## config.mk

```make
export PLATFORM = sky130hd
export DESIGN_NAME = supply_sequencer
export DESIGN_NICKNAME = d
export VERILOG_FILES = /design/src/rtl/supply_sequencer.sv
export SDC_FILE = /design/constraint.sdc
export NUM_CORES = 1
export LEC_CHECK = 0
export BUFFER_PORTS_ARGS = -buffer_cell sky130_fd_sc_hd__clkbuf_2
export CORE_AREA = 2 2 39 41
export DETAILED_ROUTE_END_ITERATION = 10
export DIE_AREA = 0 0 41 43
export PLACE_DENSITY = 0.7
export SYNTH_ARGS = -nofsm -noshare
export SYNTH_HDL_FRONTEND = slang
export SYNTH_SLANG_ARGS = --single-unit
```

## constraint.sdc

```tcl
create_clock -name clk -period 1.9 [get_ports clk]
set_input_delay 0.19 -clock clk [delete_from_list [all_inputs] [get_ports clk]]
set_output_delay 0.19 -clock clk [all_outputs]
set_load 0.01 [all_outputs]
```

## src/rtl/supply_sequencer.sv

```systemverilog
module supply_sequencer #(
  parameter int CODE_W = 4,
  parameter int STEP   = 2
) (
  input  logic              clk,
  input  logic              rst_n,
  input  logic              ms_tick,
  input  logic              vin_ok,
  input  logic              vdd_above_on,
  input  logic              vdd_below_off,
  input  logic              vdd_below_rst,
  input  logic              xp_below_rst,
  input  logic              fault_req,
  input  logic              fault_xp,
  output logic              chg_en,
  output logic              chg_low,
  output logic              sw_en,
  output logic [CODE_W-1:0] ilim_code
);
  localparam int SUM_W = CODE_W + 1;
  localparam logic [CODE_W-1:0] FULL = '1;

  typedef enum logic [2:0] {S_OFF, S_CHG, S_SS, S_RUN, S_DIS, S_PD} st_t;

  st_t st, nx;
  logic hic, xpw;
  logic [CODE_W-1:0] lim;
  logic [SUM_W-1:0]  sum;
  logic [CODE_W-1:0] lim_inc;
  logic stop, rearm;

  assign stop    = vdd_below_off | fault_req;
  assign rearm   = vdd_below_rst & (~xpw | xp_below_rst);
  assign sum     = {1'b0, lim} + SUM_W'(STEP);
  assign lim_inc = (sum > {1'b0, FULL}) ? FULL : sum[CODE_W-1:0];

  always_comb begin
    nx = st;
    unique case (st)
      S_OFF:   if (vin_ok) nx = S_CHG;
      S_CHG:   if (!vin_ok) nx = S_OFF; else if (vdd_above_on) nx = S_SS;
      S_SS:    if (stop) nx = S_DIS; else if (lim == FULL) nx = S_RUN;
      S_RUN:   if (stop) nx = S_DIS;
      S_DIS:   if (!vin_ok) nx = S_PD; else if (rearm) nx = S_CHG;
      S_PD:    if (vdd_below_rst) nx = S_OFF;
      default: nx = S_OFF;
    endcase
  end

  always_ff @(posedge clk or negedge rst_n) begin
    if (!rst_n) begin
      st  <= S_OFF;
      lim <= '0;
      hic <= 1'b0;
      xpw <= 1'b0;
    end else begin
      st <= nx;
      if (st == S_SS) begin
        if (ms_tick) lim <= lim_inc;
      end else if (st != S_RUN) begin
        lim <= '0;
      end
      if (st == S_OFF) hic <= 1'b0;
      else if ((st == S_SS || st == S_RUN) && fault_req) hic <= 1'b1;
      else if (st == S_SS && nx == S_RUN) hic <= 1'b0;
      if (st == S_OFF || (st == S_DIS && nx == S_CHG)) xpw <= 1'b0;
      else if ((st == S_SS || st == S_RUN) && fault_req && fault_xp) xpw <= 1'b1;
    end
  end

  assign chg_en    = (st == S_CHG) & vin_ok;
  assign chg_low   = chg_en & hic;
  assign sw_en     = (st == S_SS) | (st == S_RUN);
  assign ilim_code = sw_en ? lim : '0;

  p_start_needs_on_r4: assert property (@(posedge clk) disable iff (!rst_n)
    $rose(sw_en) |-> $past(vdd_above_on));
  p_stop_cause_r7: assert property (@(posedge clk) disable iff (!rst_n)
    $fell(sw_en) |-> $past(vdd_below_off | fault_req));
  p_ramp_monotone_r5: assert property (@(posedge clk) disable iff (!rst_n)
    (sw_en && $past(sw_en)) |-> (ilim_code >= $past(ilim_code)));
  p_rearm_deep_r9: assert property (@(posedge clk) disable iff (!rst_n)
    ($past(st) == S_DIS && st == S_CHG) |-> $past(vdd_below_rst));
  p_rearm_xp_r10: assert property (@(posedge clk) disable iff (!rst_n)
    ($past(st) == S_DIS && st == S_CHG && $past(xpw)) |-> $past(xp_below_rst));
  p_pd_no_charge_r8: assert property (@(posedge clk) disable iff (!rst_n)
    ($past(st) == S_PD) |-> (st == S_PD || st == S_OFF));
  p_charge_input_r2: assert property (@(posedge clk) disable iff (!rst_n)
    chg_en |-> !sw_en);
endmodule

```

==> reports/qor.csv, run 1 <==
metric,value,unit
ys_seq_elements,9,
vdd_drop_max,0.000426,V
cts_resized,0,
synth_nets,73,
rows,14,
outcome,finished clean,
dominantRegCellSynth,dfrtp_1,
worstHoldPathType,in2reg,
p_per_area,935,mW/mm^2
clockBufferDepth,2,
setup-tns-final,0,ns
fin_crit_sh,84.2,%
worst_pin_slew,0.443,ns
h-tree-depth,1,
cts_setup_buffers,0,
die_w,41,um
synthToLayoutAreaGrowth,17.5,%
grt_max_degree,12,
viasPerCell,5.60,
antenna_found_initial,0,
final-hold-violation-count,0,
end_kind,primary output,
finalMaxSlewViolations,0,
period_needed,1.60,ns
fin_area,706,um^2
place.gp.congestion,0.763,
relSlewSlack,70.4,%
remaining_drc_errors,0,
netlist_area,601,um^2
drive_above_1_share,33.8,%
start_util,43.4,%
synth_cell_types,34,
setup_viol,0,
cts_tree,built,
cts_sinks,9,
leakagePower,0.351,nW
final_nets,93,
synth_edf_count,0,
yosysSeqAreaShare,37.5,%
crit_required,1.71,ns
pin_count,17,
hpwl,973,um
crit_path_max_fanout,10,
ys_async_sr_fraction,100,%
multi_input_area,333,um^2
n_antenna_cell,0,
numCtsBuffers,3,
track_usage,17.6,%
rsz0062_at_grt,no,
die_area,0.00176,mm^2
grt_remaining_overflow,0,
critical_path.top_delay_family,flip-flops,
drt_first_pass_iters,4,
maxCapViolCount,0,
totalWireLength,1270,um
grt_pass1_wl,2070,um
cts_root_buf,clkbuf_4,
fin_skew,0.00220,ns
ant_nets,0,
slowest_stage,dfrtp_1,
cp.arrival,1.41,ns
die_h,43,um
drtIter0Drc,7,
critical_path_buf_inv_count,2,
synth_cells,61,
clk_pin_slew,0.06,ns
vias,538,
cp-start-kind,flop,
core,0.00138,mm^2
place_area,669,um^2
finalPower,0.660,mW
max_freq,625,MHz
critPathKind,reg2out,
slowest_delay,0.48,ns
crit_chain,nand2b_4 > inv_1 > and2_1 > clkbuf_2,
nFillCells,141,
hold_buffers,1,
yosys_warnings,0,
grt_pass1_vias,514,
avgSynthCellArea,9.85,um^2
seq_area,225,um^2
wl_per_cell,13.2,um
io_buffers,16,
insertion_delay,0.26,ns
## registers in the layout (all words and copies together) (netlist names)
name and count:
xpw 1, st 3, hic 1, lim 4
## cell usage in the layout, fill, tap and decap left out, drive strengths merged, types with 2 or more instances in the layout
master	instances
nand3	2
clkbuf	20
dfrtp	9
o21ai	5
nor2	4
nand2b	2
and2	4
and3b	2
inv	3
ha	2
a31oi	4
a21oi	3
## path summary, 6_finish.rpt
check                             start           end  slack [ns]  cells after the start
max                               st[2]  ilim_code[2]        0.30                      4
min                        vdd_above_on         st[1]        0.18                      2
max reg2reg                       st[0]        lim[3]        0.57                      3
min reg2reg                      lim[0]           hic        0.56                      1
max in group asynchronous         rst_n        lim[2]        1.39                      2
min in group asynchronous         rst_n           hic        0.32                      2
## synthesized netlist by cell type (2+ instances only)
master / count / area share [%]
and3b_2: 2 / 3.3
dfrtp_1: 9 / 38
nand3_1: 2 / 1.7
inv_1: 2 / 1.3
a21oi_1: 3 / 2.5
ha_1: 2 / 4.2
and2_1: 4 / 4.2
a31oi_1: 4 / 4.2
nor2_1: 4 / 2.5
o21ai_0: 5 / 4.2
## routing by layer
layer	part of all wire (%)	routed length (um)	GRT usage (%)
met1	48	607	21.5
met2	48	603	26.6
met3	3.5	45	4.71
met4	0.95	12	10.0
met5	0	0	0
## cells by family after synthesis
kind of cell	synth area share, %
AO/OA/AOI/OAI	22.3
flip-flops	37.5
adder cells (fa/ha/maj)	4.17
XOR/XNOR	1.46
AND/OR/NAND/NOR	27.5
buffers and inverters	7.08
## report_power, final
group,switching [mW],total (mW),internal [mW]
Clock,0.0657,0.147,0.0809
Sequential,0.0747,0.305,0.231
Combinational,0.0945,0.208,0.113
Total,0.235,0.660,0.425
## cell type report
cell class / instances / share of cell area [%]
timing repair buffer: 17 / 12.8
multi-input combinational: 47 / 47.2
inverter: 3 / 1.60
sequential: 9 / 31.9
clock buffer: 4 / 3.72
tap: 16 / 2.84
## metrics by stage
stage	util (%)	hold WS [ns]	setup slack [ns]	cells
detailed placement	48.4	0.0621	0.589	91
floorplan	-	-0.106	0.699	61
global route	51.0	0.167	0.223	96
global placement	48.4	0.0632	0.590	91
CTS	51.0	0.169	0.291	96
finish	51.0	0.178	0.301	96
## worst register-to-register path: stages (launching register included)
cell	delay, ns
dfrtp_1	0.48
nor2b_1	0.41
and4_1	0.27
nor3_1	0.06
Power figures use the tool's default switching activity.
==> inputs of run 2 (changes only) <==
- CORE_AREA: 2 2 39 41 -> default
- CORE_MARGIN: default -> 2
- CORE_UTILIZATION: default -> 44
- DIE_AREA: 0 0 41 43 -> default
- PLACE_DENSITY: 0.7 -> 0.71
- clock period: 1.9 -> 1.3 ns (I/O delays scaled with it)
==> reports/qor.csv, run 2 (synthesized netlist as in run 1, its figures left out) <==
metric,value,unit
outcome,"finished, violations left",
failed_checks,negative setup slack,
vdd_drop_max,0.000594,V
totalWireLength,1480,um
final-hold-violation-count,0,
vias,592,
period_needed,1.39,ns
cts_root_buf,clkbuf_4,
clockBufferDepth,2,
io_buffers,16,
setup_viol,5,
synthToLayoutAreaGrowth,42.3,%
cp.arrival,1.26,ns
insertion_delay,0.26,ns
largest-register,lim,
pin_count,17,
drt_first_pass_iters,4,
min_from,vdd_above_on,
start_util,46.7,%
critPathKind,reg2out,
place.gp.congestion,0.746,
max_freq,720,MHz
final_common_cell,buf_4,
maxCapViolCount,0,
cts_tree,built,
slowest_delay,0.44,ns
ant_nets,0,
n_antenna_cell,0,
critical_path_buf_inv_count,1,
wl_per_cell,13.6,um
finalPower,1.20,mW
rsz0062_at_grt,yes,
grt_pass1_wl,2250,um
finalMaxSlewViolations,0,
fin_crit_sh,107,%
core,0.00128,mm^2
crit_chain,and4bb_2 > and2_1 > buf_2,
hpwl,981,um
numCtsBuffers,3,
reg_top3,"lim: 4 flops, st: 3 flops",
hold_slack,0.110,ns
critPathLaunch,st[1],
dp.cells,94,
nFillCells,107,
relSlewSlack,83.2,%
grt_remaining_overflow,0,
worst_pin_slew,0.251,ns
cp-start-kind,flop,
p_per_area,1410,mW/mm^2
slowest_stage,dfrtp_2,
viasPerCell,5.43,
track_usage,21.2,%
final_cell_mix,"buf_4 (12), clkbuf_2 (11), dfrtp_1 (6)",
place_area,698,um^2
leakagePower,0.418,nW
final_nets,107,
critical_path.top_delay_family,simple AND/OR/NAND/NOR gates,
r2r_start,st[2],
largest_register_ffs,4,
antenna_found_initial,0,
fin_area,855,um^2
h-tree-depth,1,
stdcell_count,109,
cts_sinks,9,
grt_max_degree,10,
die_h,40.9,um
clk_pin_slew,0.06,ns
remaining_drc_errors,0,
die_w,40.9,um
crit_required,1.17,ns
worstHoldPathType,in2reg,
end_kind,primary output,
fin_skew,0.000390,ns
drtIter0Drc,14,
drive_above_1_share,53.2,%
rows,13,
utilization,66.5,%
die_area,0.00168,mm^2
grt_pass1_vias,548,
fin_ws,-0.0880,ns
crit_path_max_fanout,4,
[run 2: cell count changes in the layout (fill, tap and decap cells not counted), sizes merged]
cell,delta
buf,+19
clkbuf,-5
clkinvlp,+1
inv,-1
[run 2: repair_timing]
item	CTS	global route
endpoints found under the setup margin	9	9
setup buffers	8	2
gates resized for setup	7	11
pin swaps	6	2
endpoints found under the hold margin	9	0
hold buffers	1	0
[run 2: power breakdown]
group	switching, mW	total [mW]	internal, mW
clock	0.0989	0.217	0.118
sequential	0.0731	0.419	0.346
combinational	0.236	0.568	0.332
total	0.408	1.20	0.796
[run 2: worst register-to-register path: stages (launching register included)]
cell and delay, ns:
dfrtp_2 0.38, buf_4 0.11, buf_4 0.11, and3b_2 0.21, o21ai_2 0.09, a21bo_2 0.22
[run 2: area by class of cell]
type                            count  area [um^2]  area share (%)
Multi-Input combinational cell     47          350            41.0
Sequential cell                     9          229            26.8
Timing Repair Buffer               31          215            25.2
Clock buffer                        4         26.3            3.07
Tap cell                           15         18.8            2.20
Inverter                            3         15.0            1.76
[run 2: final timing paths]
path	end	slack, ns	cells after the start
min in group asynchronous	lim[0]	0.26	2
worst min-delay path	st[1]	0.11	2
max in group asynchronous	st[0]	0.83	2
worst max-delay path	chg_low	-0.09	3
worst min register to register	hic	0.59	1
worst max register to register	xpw	0.08	5
[run 2: layer usage]
metal | up-vias | track usage (%) | share of wire, %
met5 | - | 0 | 0
met4 | 0 | 12.5 | 0.81
met3 | 2 | 1.63 | 4.2
met2 | 19 | 38.3 | 50
met1 | 275 | 23.7 | 45
li1 | 296 | - | -
[run 2: per-stage QoR]
stage	worst slack (ns)	setup TNS, ns
2_1_floorplan	0.0990	0
6_report	-0.0880	-0.344
3_3_place_gp	0.0497	0
4_1_cts	-0.102	-0.377
5_1_grt	-0.138	-0.670
3_5_place_dp	0.00194	0
